$ cat config.mk
export PLATFORM = sky130hd
export DESIGN_NAME = snd_status_reg
export DESIGN_NICKNAME = d
export VERILOG_FILES = /design/src/rtl/snd_status_pkg.sv /design/src/rtl/snd_irq_flag.sv /design/src/rtl/snd_enable_reg.sv /design/src/rtl/snd_status_mux.sv /design/src/rtl/snd_status_reg.sv
export SDC_FILE = /design/constraint.sdc
export NUM_CORES = 1
export LEC_CHECK = 0
export CAP_MARGIN = 10
export CORE_AREA = 4 4 41 43
export DETAILED_ROUTE_END_ITERATION = 10
export DIE_AREA = 0 0 45 47
export PLACE_DENSITY = 0.74
export SLEW_MARGIN = 25
export SYNTH_ARGS = -nofsm -noshare
export SYNTH_HDL_FRONTEND = slang
export SYNTH_HIERARCHICAL = 1
export SYNTH_SLANG_ARGS = --single-unit
$ cat constraint.sdc
create_clock -name clk_i -period 1.4 [get_ports clk_i]
set_clock_uncertainty 0.15 [all_clocks]
set_input_delay 0.14 -clock clk_i [delete_from_list [all_inputs] [get_ports clk_i]]
set_output_delay 0.14 -clock clk_i [all_outputs]
set_load 0.01 [all_outputs]
$ cat src/rtl/snd_status_pkg.sv
package snd_status_pkg;
  localparam int DATA_W   = 8;
  localparam int LEN_CH   = 4;
  localparam int EN_W     = 5;
  // status byte positions decoded by software
  localparam int BIT_BUSY  = 4;
  localparam int BIT_FRAME = 6;
  localparam int BIT_DIRQ  = 7;

  typedef struct packed {
    logic frame;
    logic dmc;
  } irq_flags_t;
endpackage

$ cat src/rtl/snd_irq_flag.sv
module snd_irq_flag (
  input  logic clk_i,
  input  logic rst_ni,
  input  logic set_i,
  input  logic clr_i,
  output logic flag_o
);
  always_ff @(posedge clk_i or negedge rst_ni) begin
    if (!rst_ni)     flag_o <= 1'b0;
    else if (set_i)  flag_o <= 1'b1;   // set beats clear
    else if (clr_i)  flag_o <= 1'b0;
  end
endmodule

$ cat src/rtl/snd_enable_reg.sv
module snd_enable_reg #(
  parameter int W = 5
) (
  input  logic         clk_i,
  input  logic         rst_ni,
  input  logic         load_i,
  input  logic [W-1:0] d_i,
  output logic [W-1:0] q_o
);
  always_ff @(posedge clk_i or negedge rst_ni) begin
    if (!rst_ni)     q_o <= '0;
    else if (load_i) q_o <= d_i;
  end
endmodule

$ cat src/rtl/snd_status_mux.sv
module snd_status_mux
  import snd_status_pkg::*;
#(
  parameter int DW = DATA_W,
  parameter int LC = LEN_CH
) (
  input  logic          show_i,
  input  logic [LC-1:0] len_active_i,
  input  logic          dmc_busy_i,
  input  irq_flags_t    flags_i,
  output logic [DW-1:0] rdata_o
);
  logic [DW-1:0] status;

  always_comb begin
    status              = '0;
    status[LC-1:0]      = len_active_i;
    status[BIT_BUSY]    = dmc_busy_i;
    status[BIT_FRAME]   = flags_i.frame;
    status[BIT_DIRQ]    = flags_i.dmc;
  end

  assign rdata_o = show_i ? status : '0;
endmodule

$ cat src/rtl/snd_status_reg.sv
module snd_status_reg
  import snd_status_pkg::*;
#(
  parameter int DW = DATA_W,
  parameter int LC = LEN_CH,
  parameter int EW = EN_W
) (
  input  logic          clk_i,
  input  logic          rst_ni,
  input  logic          sel_i,
  input  logic          rd_i,
  input  logic          wr_i,
  input  logic          peek_i,
  input  logic [DW-1:0] wdata_i,
  output logic [DW-1:0] rdata_o,
  input  logic [LC-1:0] len_active_i,
  input  logic          dmc_busy_i,
  input  logic          frame_irq_set_i,
  input  logic          dmc_irq_set_i,
  output logic [EW-1:0] chan_en_o,
  output logic          irq_o
);
  logic       rd_hit, wr_hit;
  irq_flags_t flags;

  assign rd_hit = sel_i & rd_i;
  assign wr_hit = sel_i & wr_i;

  snd_irq_flag u_frame_flag (
    .clk_i (clk_i), .rst_ni (rst_ni),
    .set_i (frame_irq_set_i), .clr_i (rd_hit),
    .flag_o(flags.frame)
  );

  snd_irq_flag u_dmc_flag (
    .clk_i (clk_i), .rst_ni (rst_ni),
    .set_i (dmc_irq_set_i), .clr_i (wr_hit),
    .flag_o(flags.dmc)
  );

  snd_enable_reg #(.W(EW)) u_enable (
    .clk_i (clk_i), .rst_ni (rst_ni),
    .load_i(wr_hit), .d_i (wdata_i[EW-1:0]),
    .q_o   (chan_en_o)
  );

  snd_status_mux #(.DW(DW), .LC(LC)) u_mux (
    .show_i      (rd_hit | peek_i),
    .len_active_i(len_active_i),
    .dmc_busy_i  (dmc_busy_i),
    .flags_i     (flags),
    .rdata_o     (rdata_o)
  );

  assign irq_o = flags.frame | flags.dmc;
endmodule

==> results.sh <==
export IMPL_grt_util_overall_pct=9.084
export IMPL_cp_end_kind="primary output"
export IMPL_post_layout_total_power_uw=588.6
export IMPL_top_level_ports=35
export IMPL_p_comb_share_pct=28.8
export IMPL_skew_pair_late_insertion_delay_ns=0.24
export IMPL_final_min_clock_period_ns=1.286
export IMPL_drtIter0Drc=2
export IMPL_drive_gt1_share_pct=23.08
export IMPL_count_leader_synth="sky130_fd_sc_hd__and2_1"
export IMPL_power_switching_uw=143.5
export IMPL_numPortBuffers=30
export IMPL_internal_power_uw=445.0
export IMPL_max_slew_violation_count=0
export IMPL_drt_pass1_iterations=2
export IMPL_final_min_period_over_clock_period_pct=91.87
export IMPL_area_sequential_sq_um=175.2
export IMPL_syn_to_final_growth_pct=99.63
export IMPL_pwr_density_nw_per_um2=879.2
export IMPL_post_synth_top_area_cell="sky130_fd_sc_hd__dfrtp_1"
export IMPL_grt_pass1_vias=332
export IMPL_via_per_inst=4.338
export IMPL_synth_nets=50
export IMPL_seqPwrFrac_pct=40.8
export IMPL_top_area_cells_in_the_synthesized_netlist="sky130_fd_sc_hd__dfrtp_1, sky130_fd_sc_hd__and2_1, sky130_fd_sc_hd__mux2_2"
export IMPL_nFillCells=140
export IMPL_clk_pin_slew_worst_paths_ns=0.05
export IMPL_cp_arrival_ns=1.00
export IMPL_cp_data_required_time_ns=1.11
export IMPL_post_synth_xor_area_fraction_pct=0
export IMPL_grt_pass1_wl_um=1393
export IMPL_p_leak_uw=0.0003072
export IMPL_cts_sinks=7
export IMPL_hold_path_class="in2async"
export IMPL_grt_antenna_before_repair=0
export IMPL_netlist_cell_type_count=8
export IMPL_fp_dieH_um=47
export IMPL_cts_made_buffers=3
export IMPL_core_area_sq_um=1301
export IMPL_critical_path_startpoint_type="register"
export IMPL_gr_total_overflow=0
export IMPL_dp_cells=75
export IMPL_postPlaceCellArea_sq_um=661.9
export IMPL_vias=347
export IMPL_status="finished clean"
export IMPL_fin_worst_hold_slack_ns=0.003016
export IMPL_cts_htree_levels=1
export IMPL_synth_enable_flop_cells=0
export IMPL_synth_adder_area_share_pct=0
export IMPL_max_freq_mhz=777.5
export IMPL_floorplan_die_area_sq_um=2115
export IMPL_synth_compound_area_share_pct=6.716
export IMPL_nets=87
export IMPL_post_synth_most_frequent_cells="sky130_fd_sc_hd__and2_1, sky130_fd_sc_hd__dfrtp_1, sky130_fd_sc_hd__mux2_2"
export IMPL_tritoncts="yes"
export IMPL_syn_instance_count=29
export IMPL_largest_net_degree_at_the_start_of_global_routing=8
export IMPL_place_gp_congestion=0.6257
export IMPL_ys_seq_elements=7
export IMPL_antenna_cells_inserted=0
export IMPL_clk_root_buffer_cell="sky130_fd_sc_hd__clkbuf_4"
export IMPL_drt_wirelength_per_cell_um=11.19
export IMPL_start_util_pct=25.77
export IMPL_grt_setup_unrepaired="no"
export IMPL_vdd_drop_max_mv=0.4496
export IMPL_utilization_pct=51.44
export IMPL_synth_top_family_by_area="simple AND/OR/NAND/NOR gates"
export IMPL_mappedNetlistArea_sq_um=335.3
export IMPL_timing_setup_critical_path_class="reg2out"
export IMPL_route_detailed_drc=0
export IMPL_crit_fanout=3
export IMPL_synthDominantCellAreaShare_pct=52.24
export IMPL_final_hold_violation_count=0
export IMPL_final_cells=80
export IMPL_chipWidth_um=45
export IMPL_place_detailed_hpwl_um=741
export IMPL_final_setup_viol_count=0
export IMPL_final_area_sq_um=669.4
export IMPL_asyncSetResetFlopFracSynth_pct=100.0
export IMPL_std_cell_rows=13
export IMPL_combined_area_of_the_multi_input_logic_cells_sq_um=145.1
export IMPL_synthesis_yosys_warnings=6
export IMPL_sw_frac_of_total_pct=24.39
export IMPL_yosys_mux_area_fraction_pct=16.79
export IMPL_clockBufferDepth=2
export IMPL_antenna_violating_nets_post_route=0
export IMPL_route_final_wire_length_um=895
export IMPL_power_share_clock_pct=30.4
export IMPL_drv_max_cap_violation_count=0
export IMPL_synth_simple_gate_area_share_pct=18.66
export IMPL_syn_mean_instance_area_sq_um=11.56
export IMPL_ys_seq_area_share_pct=52.24
export IMPL_ys_dominant_reg_cell="sky130_fd_sc_hd__dfrtp_1"
-- power by group through the flow --
stage               clock network (uW)  logic [uW]  registers [uW]
floorplan                            0        54.2             253
global placement                     0         195             243
detailed placement                   0         197             245
CTS                                189         173             241
global route                       200         185             244
finish                             179         169             240
-- per-stage QoR --
| stage | setup slack, ns | TNS (ns) |
|---|---|---|
| floorplan | 0.4253 | 0 |
| global placement | -0.3600 | -3.834 |
| detailed placement | -0.3783 | -4.034 |
| CTS | 0.01489 | 0 |
| global route | 0.06519 | 0 |
| finish | 0.1138 | 0 |
-- flip-flops by register name, summed over array words and instances, names as in the netlist --
register,cells
u_enable/q_o,5
u_dmc_flag/flag_o,1
u_frame_flag/flag_o,1
-- layer usage --
layer  routed length (um)  part of all wire (%)  global-route usage [%]
met3                  174                    19                   3.831
met4                    0                     0                   5.263
met2                  406                    45                   15.25
met5                    0                     0                       0
met1                  314                    35                   9.557
-- logic make-up after synthesis --
family                 after synthesis
AOI/OAI and AO/OA                    3
buffers and inverters                3
and+or+nand+nor                     10
muxes                                5
other                                1
DFF                                  7
-- critical path, cell delays in order, from the launching register on --
cell and delay, ns:
sky130_fd_sc_hd__dfrtp_1 0.38, sky130_fd_sc_hd__and2_1 0.15, sky130_fd_sc_hd__clkdlybuf4s15_1 0.22
-- final timing paths --
path                                               startpoint                         endpoint  slack (ns)  depth (start not counted)
worst max register to register    u_enable/q_o[3]$_DFFE_PN0P_      u_enable/q_o[3]$_DFFE_PN0P_        0.50                          1
max in group asynchronous                              rst_ni      u_enable/q_o[3]$_DFFE_PN0P_        0.86                          1
worst min-delay path                                   rst_ni      u_enable/q_o[1]$_DFFE_PN0P_       0.003                          1
min in group clk_i                                       rd_i  u_frame_flag/flag_o$_DFFE_PN0P_        0.28                          4
worst min register to register  u_dmc_flag/flag_o$_DFFE_PN0P_    u_dmc_flag/flag_o$_DFFE_PN0P_        0.34                          1
worst max-delay path            u_dmc_flag/flag_o$_DFFE_PN0P_                       rdata_o[7]        0.11                          2
-- what timing repair did --
item / 4_1_cts / 5_1_grt
hold buffers: 0 / 0
gates resized for setup: 31 / 1
pin swaps: 1 / 0
buffers inserted: 1 / 0
endpoints found under the setup margin: 16 / 1
cloned: 0 / 0
-- layout by cell type, fill, tap and decap left out, types with 2 or more instances in the layout --
cell type / n
sky130_fd_sc_hd__mux2_2: 5
sky130_fd_sc_hd__and2_1: 9
sky130_fd_sc_hd__a21o_1: 3
sky130_fd_sc_hd__inv_1: 2
sky130_fd_sc_hd__buf_2: 3
sky130_fd_sc_hd__clkdlybuf4s15_1: 4
sky130_fd_sc_hd__dlygate4sd2_1: 8
sky130_fd_sc_hd__clkbuf_4: 3
sky130_fd_sc_hd__buf_4: 2
sky130_fd_sc_hd__dfrtp_1: 7
sky130_fd_sc_hd__clkdlybuf4s50_1: 14
-- area by class of cell --
class                      count  share of cell area, %
timing repair buffer          33                  44.30
multi-input combinational     19                  21.68
inverter                       2                  1.121
clock buffer                   4                  3.925
tap                           15                  2.804
sequential                     7                  26.17
Power figures use the tool's default switching activity.
